==> src/rtl/dmarb_pkg.sv <==
// Shared constants and helpers for the DMA bus arbiter.
// Assumes exactly four channels; the fixed ranking is encoded in prio_chan.
package dmarb_pkg;
    localparam int NCH   = 4;
    localparam int IDX_W = $clog2(NCH);

    typedef logic [NCH-1:0]   chvec_t;
    typedef logic [IDX_W-1:0] chidx_t;

    // Channel index holding a given priority rank (rank 0 wins).
    function automatic chidx_t prio_chan(input int rank);
        case (rank)
            0:       return chidx_t'(0);
            1:       return chidx_t'(3);
            2:       return chidx_t'(2);
            default: return chidx_t'(1);
        endcase
    endfunction

    // One-hot of the best-ranked set bit of cand, zero if none.
    function automatic chvec_t pick_first(input chvec_t cand);
        chvec_t res = '0;
        logic   hit = 1'b0;
        for (int r = 0; r < NCH; r++) begin
            if (!hit && cand[prio_chan(r)]) begin
                res[prio_chan(r)] = 1'b1;
                hit = 1'b1;
            end
        end
        return res;
    endfunction
endpackage

==> src/rtl/dmarb_req_front.sv <==
// Request front end: registers the external pins once (sampling edge),
// chooses the request source per channel and gates it with the enable.
// Assumes ext_req is already synchronous to clk.
module dmarb_req_front
    import dmarb_pkg::*;
#(
    parameter int N = NCH
) (
    input  logic         clk,
    input  logic         rst_n,
    input  logic [N-1:0] en,
    input  logic [N-1:0] ext_sel,
    input  logic [N-1:0] ext_req,
    input  logic [N-1:0] int_req,
    output logic [N-1:0] req_vld
);
    logic [N-1:0] ext_smp;

    for (genvar i = 0; i < N; i++) begin : g_ch
        // Sample the external pin on the rising edge.
        always_ff @(posedge clk) begin
            if (!rst_n) ext_smp[i] <= 1'b0;
            else        ext_smp[i] <= ext_req[i];
        end

        // Pick the request source and drop it when disabled.
        always_comb begin
            req_vld[i] = en[i] & (ext_sel[i] ? ext_smp[i] : int_req[i]);
        end
    end
endmodule

==> src/rtl/dmarb_activity.sv <==
// Per-channel activity tracking. A channel becomes active on a valid
// request; a burst channel stays active until xfer_done, a cycle-steal
// channel only until the end of its granted unit. Clears beat sets.
// Assumes owner is the registered one-hot channel grant.
module dmarb_activity
    import dmarb_pkg::*;
#(
    parameter int N = NCH
) (
    input  logic         clk,
    input  logic         rst_n,
    input  logic [N-1:0] req_vld,
    input  logic [N-1:0] burst,
    input  logic [N-1:0] owner,
    input  logic [N-1:0] unit_done,
    input  logic [N-1:0] xfer_done,
    output logic [N-1:0] want_q,
    output logic [N-1:0] drop
);
    for (genvar i = 0; i < N; i++) begin : g_ch
        // Decide whether this channel's activity ends this cycle.
        always_comb begin
            drop[i] = xfer_done[i] | (owner[i] & unit_done[i] & ~burst[i]);
        end

        // Hold, set or clear the activity flag.
        always_ff @(posedge clk) begin
            if (!rst_n)       want_q[i] <= 1'b0;
            else if (drop[i]) want_q[i] <= 1'b0;
            else if (req_vld[i]) want_q[i] <= 1'b1;
        end

        // a completed transfer leaves the channel idle.
        p_done_idles_r11: assert property (@(posedge clk) disable iff (!rst_n)
            xfer_done[i] |=> !want_q[i]);
    end
endmodule

==> src/rtl/dmarb_pick.sv <==
// Next-owner selection. Normally the best-ranked active channel wins;
// after a cycle-steal unit, active burst channels get the next unit so
// the two alternate. Pure combinational logic.
module dmarb_pick
    import dmarb_pkg::*;
#(
    parameter int N = NCH
) (
    input  logic [N-1:0] cand,
    input  logic [N-1:0] burst,
    input  logic         owner_cs,
    output logic [N-1:0] pick,
    output logic         pick_any
);
    logic [N-1:0] burst_cand;
    logic [N-1:0] pool;

    // Restrict the pool to burst channels when handing back after a steal.
    always_comb begin
        burst_cand = cand & burst;
        pool       = (owner_cs && (|burst_cand)) ? burst_cand : cand;
        pick       = pick_first(pool);
        pick_any   = |cand;
    end
endmodule

==> src/rtl/dmarb_grant.sv <==
// Grant register and wait-state selection. The CPU yields whenever a
// candidate exists; a channel yields only on its own unit_done.
// Assumes cand already excludes channels ending this cycle.
module dmarb_grant
    import dmarb_pkg::*;
#(
    parameter int N    = NCH,
    parameter int WS_W = 2
) (
    input  logic            clk,
    input  logic            rst_n,
    input  logic [N-1:0]    pick,
    input  logic            pick_any,
    input  logic [N-1:0]    unit_done,
    input  logic [N-1:0]    burst,
    input  logic [N-1:0]    dual,
    input  logic [N-1:0]    cand,
    input  logic [N-1:0]    want_q,
    input  logic [WS_W-1:0] wait_dual,
    input  logic [WS_W-1:0] wait_single,
    output logic            grant_cpu,
    output logic [N-1:0]    grant_ch,
    output logic            owner_cs,
    output logic [WS_W-1:0] wait_states
);
    logic boundary;

    // Detect the end of the granted channel's unit.
    always_comb begin
        boundary = |(grant_ch & unit_done);
        owner_cs = |(grant_ch & ~burst);
    end

    // Move ownership at a unit boundary or away from an idle CPU.
    always_ff @(posedge clk) begin
        if (!rst_n) begin
            grant_cpu <= 1'b1;
            grant_ch  <= '0;
        end else if (grant_cpu || boundary) begin
            grant_cpu <= ~pick_any;
            grant_ch  <= pick_any ? pick : '0;
        end
    end

    // Select the wait-state setting from the owner's address mode.
    always_comb begin
        wait_states = '0;
        for (int i = 0; i < N; i++) begin
            if (grant_ch[i]) wait_states = dual[i] ? wait_dual : wait_single;
        end
    end

    // one owner at all times.
    p_one_owner_r1: assert property (@(posedge clk) disable iff (!rst_n)
        $countones({grant_cpu, grant_ch}) == 1);

    // a channel keeps the bus until its own unit ends.
    p_hold_in_unit_r3: assert property (@(posedge clk) disable iff (!rst_n)
        (!grant_cpu && !boundary) |=> $stable(grant_ch));

    // a pending burst keeps the CPU off the bus at a boundary.
    p_burst_keeps_bus_r6: assert property (@(posedge clk) disable iff (!rst_n)
        (boundary && (|(cand & burst))) |=> !grant_cpu);

    // a lone cycle-steal unit hands the bus back to the CPU.
    p_steal_returns_r7: assert property (@(posedge clk) disable iff (!rst_n)
        (boundary && owner_cs && !(|cand)) |=> grant_cpu);

    // no channel is granted before its request was recorded.
    p_grant_after_req_r8: assert property (@(posedge clk) disable iff (!rst_n)
        $rose(|grant_ch) |-> $past(|want_q));

    // the CPU never runs with DMA wait states.
    p_cpu_no_wait_r9: assert property (@(posedge clk) disable iff (!rst_n)
        grant_cpu |-> (wait_states == '0));
endmodule

==> src/rtl/dma_bus_arbiter.sv <==
// Top of the DMA bus arbiter: request front end, activity tracking,
// next-owner selection and grant register. Four channels, fixed rank
// 0 > 3 > 2 > 1. Assumes completion pulses come from the engines.
module dma_bus_arbiter
    import dmarb_pkg::*;
#(
    parameter int WS_W = 2
) (
    input  logic            clk,
    input  logic            rst_n,
    input  logic [NCH-1:0]  ch_en,
    input  logic [NCH-1:0]  ch_burst,
    input  logic [NCH-1:0]  ch_ext_sel,
    input  logic [NCH-1:0]  ch_dual,
    input  logic [NCH-1:0]  ext_req,
    input  logic [NCH-1:0]  int_req,
    input  logic [NCH-1:0]  unit_done,
    input  logic [NCH-1:0]  xfer_done,
    input  logic [WS_W-1:0] wait_dual,
    input  logic [WS_W-1:0] wait_single,
    output logic            grant_cpu,
    output logic [NCH-1:0]  grant_ch,
    output logic [WS_W-1:0] wait_states
);
    logic [NCH-1:0] req_vld;
    logic [NCH-1:0] want_q;
    logic [NCH-1:0] drop;
    logic [NCH-1:0] cand;
    logic [NCH-1:0] pick;
    logic           pick_any;
    logic           owner_cs;

    // Candidates for the next grant: active and not ending now.
    always_comb begin
        cand = want_q & ~drop;
    end

    dmarb_req_front #(.N(NCH)) u_front (
        .clk     (clk),
        .rst_n   (rst_n),
        .en      (ch_en),
        .ext_sel (ch_ext_sel),
        .ext_req (ext_req),
        .int_req (int_req),
        .req_vld (req_vld)
    );

    dmarb_activity #(.N(NCH)) u_act (
        .clk       (clk),
        .rst_n     (rst_n),
        .req_vld   (req_vld),
        .burst     (ch_burst),
        .owner     (grant_ch),
        .unit_done (unit_done),
        .xfer_done (xfer_done),
        .want_q    (want_q),
        .drop      (drop)
    );

    dmarb_pick #(.N(NCH)) u_pick (
        .cand     (cand),
        .burst    (ch_burst),
        .owner_cs (owner_cs),
        .pick     (pick),
        .pick_any (pick_any)
    );

    dmarb_grant #(.N(NCH), .WS_W(WS_W)) u_grant (
        .clk         (clk),
        .rst_n       (rst_n),
        .pick        (pick),
        .pick_any    (pick_any),
        .unit_done   (unit_done),
        .burst       (ch_burst),
        .dual        (ch_dual),
        .cand        (cand),
        .want_q      (want_q),
        .wait_dual   (wait_dual),
        .wait_single (wait_single),
        .grant_cpu   (grant_cpu),
        .grant_ch    (grant_ch),
        .owner_cs    (owner_cs),
        .wait_states (wait_states)
    );

    // a disabled channel is never newly granted by the CPU.
    p_disabled_no_grant_r10: assert property (@(posedge clk) disable iff (!rst_n)
        (grant_cpu && !(|want_q)) |=> grant_cpu);
endmodule

==> config.mk <==
export PLATFORM = sky130hd
export DESIGN_NAME = dma_bus_arbiter
export DESIGN_NICKNAME = d
export VERILOG_FILES = /design/src/rtl/dmarb_pkg.sv /design/src/rtl/dmarb_req_front.sv /design/src/rtl/dmarb_activity.sv /design/src/rtl/dmarb_pick.sv /design/src/rtl/dmarb_grant.sv /design/src/rtl/dma_bus_arbiter.sv
export SDC_FILE = /design/constraint.sdc
export NUM_CORES = 1
export LEC_CHECK = 0
export CAP_MARGIN = 20
export CORE_ASPECT_RATIO = 0.9
export CORE_MARGIN = 3
export CORE_UTILIZATION = 42
export CTS_BUF_LIST = sky130_fd_sc_hd__clkbuf_16
export DETAILED_ROUTE_END_ITERATION = 7
export PLACE_DENSITY_LB_ADDON = 0.12
export SETUP_SLACK_MARGIN = 0.2
export SYNTH_ARGS = -nofsm -noshare
export SYNTH_HDL_FRONTEND = slang
export SYNTH_SLANG_ARGS = --single-unit
==> constraint.sdc <==
create_clock -name clk -period 3.45 [get_ports clk]
set_clock_uncertainty 0.2 [all_clocks]
set_input_delay 0.69 -clock clk [delete_from_list [all_inputs] [get_ports clk]]
set_output_delay 0.69 -clock clk [all_outputs]
set_load 0.02 [all_outputs]
Word level (Yosys, flattened, before mapping) --
Cells that the tools add are included.
Word-level totals: bits of input ports 38, output and inout port bits 7, flip-flop bits (word level) 13, logic and storage cells 102
Cells by class: reduce and logical (&&, ||, !) cells 20, $lt $le $gt $ge 8, bitwise logic cells 31, multiplexer cells 33
Operators with widths (number):
- $mux W2 | 12
- $mux W4 | 6
- $and A4 B4 Y4 | 4
- $reduce_or A4 Y1 | 4
- $and A1 B1 Y1 | 12
- $lt A2 B3 Y1 const B | 4
- $or A4 B4 Y4 | 3
- $mux W1 | 11
- $demux W1 S2 | 4
- $ge A2 B1 Y1 const B | 4
- $logic_and A1 B1 Y1 | 8
- $not A4 Y4 | 2
- $reduce_or A2 Y1 | 4
- $not A1 Y1 | 6
- $or A1 B1 Y1 | 4
- $logic_not A1 Y1 | 3
- $logic_or A1 B1 Y1 | 1

Longest topological paths before layout --
Gate-level depths: netlist of run 1.
word-level depth 26, gate-level depth with buffers 6, mapped depth without buffers 5

Hierarchy --
From an unflattened synthesis of run 1, not the netlist that was laid out.
Unflattened totals: cells, all modules 105, area total of the unflattened synthesis 935.9 µm²
By module, submodules not included:
- dmarb_grant | cells an instance 44, area each 381.6 µm², seq. area each 100.1 µm², times used 1
- dmarb_activity | cells an instance 20, area each 185.2 µm², seq. area each 80.1 µm², times used 1
- dmarb_req_front | cells an instance 16, area each 170.2 µm², seq. area each 80.1 µm², times used 1
- dmarb_pick | cells an instance 21, area each 143.9 µm², seq. area each 0.0 µm², times used 1
- dma_bus_arbiter | cells an instance 4, area each 55.1 µm², seq. area each 0.0 µm², times used 1

Worst setup path before layout of run 1 --
No wires, ideal clock.
path type in2out, start point input ch_dual[1], end point output wait_states[1], required time 2.560 ns, path buffers 0, path slack 1.052 ns, cell stages on the path 5, arrival 1.508 ns, cell sequence mux2_2 > a221oi_1 > a21oi_1 > nor2_1 > a21oi_1
Between the ends: word-level cells in the longest chain between the ends 4
RTL lines:
- start, declared | RTL line dma_bus_arbiter.sv:14 | input logic [NCH-1:0] ch_dual,
- $mux W2 (4 in series) | RTL line dmarb_grant.sv:49 | if (grant_ch[i]) wait_states = dual[i] ? wait_dual : wait_single;
- end, declared | RTL line dma_bus_arbiter.sv:23 | output logic [WS_W-1:0] wait_states
No other way between the ends.

Final worst setup path of run 1 --
start point input ch_dual[1], end point output wait_states[0]
Same word-level chain as after synthesis.

==> reports/metrics.cfg, run 1 <==
[global_route]
grtUsageTotal_pct=20.07
grt_pass1_wl_um=4071
globalRouteOverflowTotal=0
grt_max_degree=14
grt_pass1_vias=945
antenna_found_initial=0

[power_and_ir_drop]
clkPwrFrac_pct=45.6
p_comb_share_pct=20.3
powerDensity_nw_per_um2=328.5
p_sw_share_pct=21.08
p_int_uw=369.7
power.switching_uw=98.78
ir_drop_uv=256.9
p_leak_nw=0.5565
seqPwrFrac_pct=34.1

[logic_synthesis]
synthCells=97
synthArstFlopShare_pct=0
syn_avg_cell_area_um2=9.223
synth_area_leaders=dfxtp_1, mux2_2, a21oi_1
post_synth_num_cell_types=36
yosys_warnings=0
synth.net_count=135
synth-seq-cells=13
synthTopCellsByCount=dfxtp_1, a21oi_1, nand2_1
seq_area_frac_synth_pct=29.09
yosysTopAreaCellShare_pct=29.09
synth-edff-count=0
synth_ff_type=dfxtp_1
syn_area_um2=894.6
yosys.area.top_type=dfxtp_1
synth_most_common_cell=dfxtp_1

[drt]
drt_iter0_drc=15
vias=917
route.detailed.drc=0
wire_per_inst_um=14.03
totalWireLength_um=2371
via_per_inst=5.426
ant_nets=0
drt-pass1-iter-count=4

[floorplanning]
die_h_um=49.79
start_util_pct=45.40
num_rows=15
fp.coreArea_um2=1971
dieWidth_um=54.65
io_pins=45
die_area_um2=2721

[cts]
cts_resized=4
tritoncts=built
post-cts-setup-buffers=0
clk-insertion-delay-late_ns=0.24
numClockSinks=13
cts-root-buf=clkbuf_16
clk_pin_slew_ns=0.04
hold_buffers=0
cts_buffers=3
cts_max_path_buffers=2
htreeDepth=1

[timing]
fmax_mhz=320.3
fin_setup_tns_ns=0
worstMarginPinSlew_ns=0.4412
slew_violations=0
finalCritPeriodShare_pct=90.49
rsz0062_at_grt=yes
setup_violations=0
slew_headroom_pct=70.59
hold_viol_final=0
final.min_clock_period_ns=3.122

[cells_and_area]
n_antenna_cell=0
finalNetCount=183
area_growth_pct=59.44
seqCellArea_um2=260.3
multi_input_area_um2=606.8
fin_util_pct=72.38
fill_cells=145
drive_gt1_share_pct=17.36

[critical_path]
path_max_fanout=2
critical_path_class=in2out
required_ns=2.56
worstSetupStartpointType=primary input
worst_setup_path_end_kind=output pin
cp_data_arrival_time_ns=2.23

[placed_design]
dpl.hpwl_um=1913
io_buffers=44
globalplace.congestion=0.8170

[status]
outcome=complete, no violations

[run]
maxCapViolCount=0

[worst_hold_path]
hold_class=reg2reg

==> layer usage <==
metal,vias up,share of wire [%],global-route usage [%]
li1,468,-,-
met1,420,44,25.28
met2,27,48,32.48
met3,2,7.5,5.438
met5,-,0,0
met4,0,0.59,5.809
==> stage by stage <==
step	power (mW)	cell area [um2]	setup slack (ns)	hold slack, ns	std cells
finish	0.4685	1426	0.3279	0.3119	169
floorplan	0.1989	894.6	1.052	0.2665	97
global placement	0.2558	1358	0.02349	0.2896	165
detailed placement	0.2579	1358	-0.04894	0.2999	165
global route	0.4899	1426	0.1935	0.3656	169
CTS	0.4721	1436	0.2038	0.3101	169
==> cell type report <==
cell class,instances,area share (%)
tap,25,2.193
inverter,3,0.7895
multi-input combinational,79,42.54
sequential,13,18.25
clock buffer,3,5.263
timing repair buffer,45,30.70
clock inverter,1,0.2632
==> sequential cells by signal, summed over array words and instances, names as in the netlist <==
register	cells
u_front.ext_smp	4
u_act.want_q	4
u_grant.grant_cpu	1
u_grant.grant_ch	4
==> critical path, stage by stage <==
cell             delay, ns
clkdlybuf4s50_1       0.50
mux2_2                0.34
a221oi_1              0.32
a21oi_1               0.08
nor2_1                0.10
a21oi_1               0.05
clkbuf_2              0.17
==> kinds of logic after synthesis <==
family | share of synthesized area, %
AO/OA/AOI/OAI | 23.08
buffers and inverters | 3.076
flip-flops | 29.09
multiplexers | 15.66
AND/OR/NAND/NOR | 29.09
==> power by group through the flow <==
stage / Clock [mW] / Sequential [mW] / Combinational, mW
5_1_grt: 0.227 / 0.160 / 0.103
4_1_cts: 0.217 / 0.160 / 0.0958
3_5_place_dp: 0 / 0.162 / 0.0955
3_3_place_gp: 0 / 0.162 / 0.0937
2_1_floorplan: 0 / 0.163 / 0.0358
6_report: 0.214 / 0.160 / 0.0951
==> final timing paths <==
kind,start,to,slack (ns),depth (start not counted)
setup / recovery,ch_dual[1],wait_states[0],0.33,7
hold / removal,u_act.want_q[3],u_act.want_q[3],0.31,2
setup reg to reg,u_grant.grant_ch[3],u_grant.grant_ch[2],1.56,5
hold reg to reg,u_act.want_q[3],u_act.want_q[3],0.31,2
==> placed cells by master, fill, tap and decap left out, drive strengths merged, types with 5 or more instances in the layout <==
cell,count
a21oi,10
and2,5
and3b,5
clkbuf,5
clkdlybuf4s50,42
dfxtp,13
mux2,8
mux2i,5
nand2,10
nor3,5
(Power assumes the default switching activity.)
==> inputs of run 2 (changes only) <==
PLACE_DENSITY = 0.87   (was not set)
PLACE_DENSITY_LB_ADDON = not set   (was 0.12)
TNS_END_PERCENT = 10   (was not set)
==> run 2 against run 1 <==
Compared with the run above: count of clock-buffer cells in the layout unchanged; first-iteration DRC count increased by 53%; combinational power increased by 0.8%; die area unchanged; non-clock buffer count decreased by 1; via count increased by 4.8%; critical endpoint is now wait_states[1]; highest routed layer unchanged.
==> reports/metrics.cfg, run 2 (synthesis gave the netlist of run 1 again) <==
[cts]
cts_max_path_buffers=2
clk-insertion-delay-late_ns=0.25
cts-root-buf=clkbuf_16
htreeDepth=1
numClockSinks=13
tritoncts=built
cts_buffers=3
clk_pin_slew_ns=0.04

[critical_path]
crit_family=buffers and inverters
cp_slowest_cell=clkdlybuf4s50_1
crit_buf_inv=2
cp_data_arrival_time_ns=2.34
critPathMostFrequentCell=a21oi_1
cpPeakStageDelay_ns=0.50
worst_setup_path_end_kind=output pin
crit_chain=clkdlybuf4s50_1, mux2_2, a221oi_2, a21oi_1, nor2_1, a21oi_1, clkdlybuf4s15_1
required_ns=2.56
worstRegToRegCells=5
path_max_fanout=2
worst-path-stages=7
critical_path_class=in2out
worstSetupStartpointType=primary input

[cells_and_area]
finalNetCount=182
largestRegisters=u_act.want_q x4, u_front.ext_smp x4, u_grant.grant_ch x4
area_growth_pct=60.00
final_area_um2=1431
layout_commonest_cell=clkdlybuf4s50_1
layout.cells.non_filler=168
final_cell_mix=clkdlybuf4s50_1, dfxtp_1, a21oi_1, nand2_1, mux2_2
drive_gt1_share_pct=17.48
n_antenna_cell=0
fin_util_pct=72.63

[timing]
setup_violations=0
hold_viol_final=0
fmax_mhz=309.2
worstMarginPinSlew_ns=0.4843
slew_violations=0
final.min_clock_period_ns=3.234
slew_headroom_pct=67.61
finalCritPeriodShare_pct=93.73
rsz0062_at_grt=yes
fin_setup_tns_ns=0

[drt]
ant_nets=0
route.detailed.drc=0
wire_per_inst_um=15.54
drt-pass1-iter-count=4
drt_iter0_drc=23
wl_met3_um=218
wl_met2_um=1296
vias=961
totalWireLength_um=2610
top_layer=met4
wl_met1_um=1068
via_per_inst=5.720

[global_route]
grtUsageTotal_pct=21.73
grt_pass1_vias=917
antenna_found_initial=0
globalRouteOverflowTotal=0
grt_max_degree=15
grt_pass1_wl_um=4353

[placed_design]
io_buffers=44
dp.cells=164
dpl.hpwl_um=2047
placed_cell_area_um2=1350
globalplace.congestion=0.8016

[floorplanning]
dieWidth_um=54.65
die_h_um=49.79
die_area_um2=2721
num_rows=15
start_util_pct=45.40
io_pins=45
fp.coreArea_um2=1971

[power_and_ir_drop]
p_total_uw=478.0
p_leak_nw=0.5529
ir_drop_uv=440.9
powerDensity_nw_per_um2=334.0

[status]
outcome=complete, no violations

[worst_hold_path]
hold_depth=2
hold_class=reg2reg

[run]
maxCapViolCount=0

run 2: final timing paths:
check	from	end	slack [ns]
worst max register to register	u_grant.grant_ch[2]	u_grant.grant_ch[1]	1.49
worst max-delay path	ch_dual[1]	wait_states[1]	0.22
worst min register to register	u_act.want_q[3]	u_act.want_q[3]	0.31
worst min-delay path	u_act.want_q[3]	u_act.want_q[3]	0.31
run 2: repair_timing:
action                                  4_1_cts  5_1_grt
hold buffers                                  0        0
setup buffers                                 0        0
resized for setup                             2        4
endpoints found under the setup margin        2        2
pin swaps                                     0        0
run 2: routing by layer:
layer,global-route usage [%],vias to the layer above
met4,4.149,0
met2,34.45,44
li1,-,463
met3,8.157,6
met1,27.57,448
met5,0,-
run 2: area by class of cell:
cell class	count	area (um2)
clock inverters	1	5.005
fillers	156	539.3
well taps	25	31.28
clock buffers	3	75.07
inverters	3	11.26
repair buffers	44	435.4
multi-input cells	79	613.1
flip-flops and latches	13	260.3
run 2: worst reg2reg max path: cells and delay by family (launching register included):
| kind | cells | cell delay (ns) |
|---|---|---|
| AND/OR/NAND/NOR | 2 | 0.52 |
| AO/OA/AOI/OAI | 3 | 0.57 |
| flip-flops | 1 | 0.55 |
run 2: report_power, final:
| group | switching, mW | leakage, nW | internal [mW] |
|---|---|---|---|
| clock | 0.0677 | 0.0409 | 0.154 |
| combinational | 0.0354 | 0.406 | 0.0605 |
| sequential | 0.00390 | 0.106 | 0.156 |
run 2: per-stage QoR:
stage	hold WS (ns)	setup slack [ns]
detailed placement	0.3057	-0.03910
CTS	0.3141	0.1794
global placement	0.2877	0.03398
finish	0.3063	0.2163
floorplan	0.2665	1.052
global route	0.3553	0.1309
==> inputs of run 3 (changes only) <==
SETUP_SLACK_MARGIN = 0.15   (was 0.2)
==> run 3 against run 2 <==
Compared with the run above: first-iteration DRC count is the same; maximum frequency shrank 0.11%; critical path type unchanged; sequential power about the same; flip-flop and latch count stayed put; setup slack worse by 0.0035 ns; critical endpoint is now wait_states[0]; sequential share of layout area fell by 0.063 points; non-clock buffer count unchanged; via count did not move; largest cell class unchanged; wire length about the same.
==> reports/metrics.cfg, run 3 (synthesis gave the netlist of run 1 again) <==
[drt]
vias=961
totalWireLength_um=2608
ant_nets=0
wire_per_inst_um=15.52
drt_iter0_drc=23
route.detailed.drc=0
via_per_inst=5.720
drt-pass1-iter-count=4

[global_route]
grtUsageMet3_pct=8.157
met1_usage_pct=27.57
grt_pass1_wl_um=4353
antenna_found_initial=0
busiest_layer=met2
grt_pass1_vias=917
grtUsageTotal_pct=21.73
grt_max_degree=15
grt.met2_usage_pct=34.45
globalRouteOverflowTotal=0

[cells_and_area]
fill_cells=155
layout_commonest_cell=clkdlybuf4s50_1
largestRegisters=u_act.want_q x4, u_front.ext_smp x4, u_grant.grant_ch x4
area_growth_pct=60.56
drive_gt1_share_pct=16.78
layout.cells.non_filler=168
n_antenna_cell=0
fin_util_pct=72.89
final_area_um2=1436
finalNetCount=182
final_cell_mix=clkdlybuf4s50_1, dfxtp_1, a21oi_1, nand2_1, mux2_2

[cts]
tritoncts=built
clk_pin_slew_ns=0.04
post-cts-setup-buffers=0
cts_max_path_buffers=2
clk-insertion-delay-late_ns=0.25
cts_buffers=3
numClockSinks=13
cts-root-buf=clkbuf_16
htreeDepth=1
hold_buffers=0

[floorplanning]
die_area_um2=2721
fp.coreArea_um2=1971
num_rows=15
die_h_um=49.79
dieWidth_um=54.65
start_util_pct=45.40
io_pins=45

[critical_path]
worstSetupStartpointType=primary input
crit_buf_inv=2
required_ns=2.56
path_max_fanout=2
critPathMostFrequentCell=a21oi_1
cp_data_arrival_time_ns=2.35
critical_path_class=in2out
crit_chain=clkdlybuf4s50_1, mux2_2, a221oi_1, a21oi_1, nor2_1, a21oi_1, clkdlybuf4s15_1
cpPeakStageDelay_ns=0.50
cp_slowest_cell=clkdlybuf4s50_1
worst_setup_path_end_kind=output pin
crit_family=buffers and inverters

[timing]
slew_headroom_pct=67.61
rsz0062_at_grt=yes
setup_slack_ns=0.2128
final.min_clock_period_ns=3.237
worstMarginPinSlew_ns=0.4843
finalCritPeriodShare_pct=93.83
fmax_mhz=308.9
setup_violations=0
slew_violations=0
fin_setup_tns_ns=0
hold_viol_final=0

[status]
outcome=complete, no violations

[placed_design]
pre_cts_ws_ns=-0.03910
globalplace.congestion=0.8016
placed_cell_area_um2=1350
dp.cells=164
io_buffers=44
dpl.hpwl_um=2047

[worst_hold_path]
hold_class=reg2reg

[power_and_ir_drop]
p_leak_nw=0.5528
powerDensity_nw_per_um2=333.0
ir_drop_uv=440.9

[run]
maxCapViolCount=0

[run 3: cell type report]
| type | instances | area, um2 | area share (%) |
|---|---|---|---|
| well taps | 25 | 31.28 | 2.178 |
| multi-input cells | 79 | 613.1 | 42.68 |
| flip-flops and latches | 13 | 260.3 | 18.12 |
| clock buffers | 3 | 75.07 | 5.226 |
| repair buffers | 44 | 440.4 | 30.66 |
| clock inverters | 1 | 5.005 | 0.3484 |
| inverters | 3 | 11.26 | 0.7840 |
[run 3: path summary, 6_finish.rpt]
path	from	endpoint	slack [ns]	cells after the start
max	ch_dual[1]	wait_states[0]	0.21	7
min	u_act.want_q[3]	u_act.want_q[3]	0.31	2
min reg2reg	u_act.want_q[3]	u_act.want_q[3]	0.31	2
max reg2reg	u_grant.grant_ch[2]	u_grant.grant_ch[1]	1.49	5
[run 3: repair_timing]
item	CTS	global route
gates resized for setup	2	3
endpoints found under the setup margin	2	2
pin swaps	0	0
gates cloned	0	0
[run 3: metal layers]
metal	wire length (um)	vias to the layer above
met2	1296	44
met4	27	0
met1	1069	448
li1	-	463
met3	215	6
met5	0	-
[run 3: per-stage QoR]
stage	power, mW	hold WS (ns)
CTS	0.4802	0.3141
finish	0.4782	0.3063
floorplan	0.1989	0.2665
global route	0.4998	0.3553
detailed placement	0.2578	0.3057
global placement	0.2543	0.2877
[run 3: worst min-delay path: stages (launching register included)]
cell     delay [ns]
dfxtp_1        0.34
a21oi_1        0.05
nor2_1         0.08
[run 3: power by group]
| group | switching (mW) | internal [mW] |
|---|---|---|
| Clock | 0.0677 | 0.154 |
| Combinational | 0.0354 | 0.0607 |
| Sequential | 0.00390 | 0.156 |
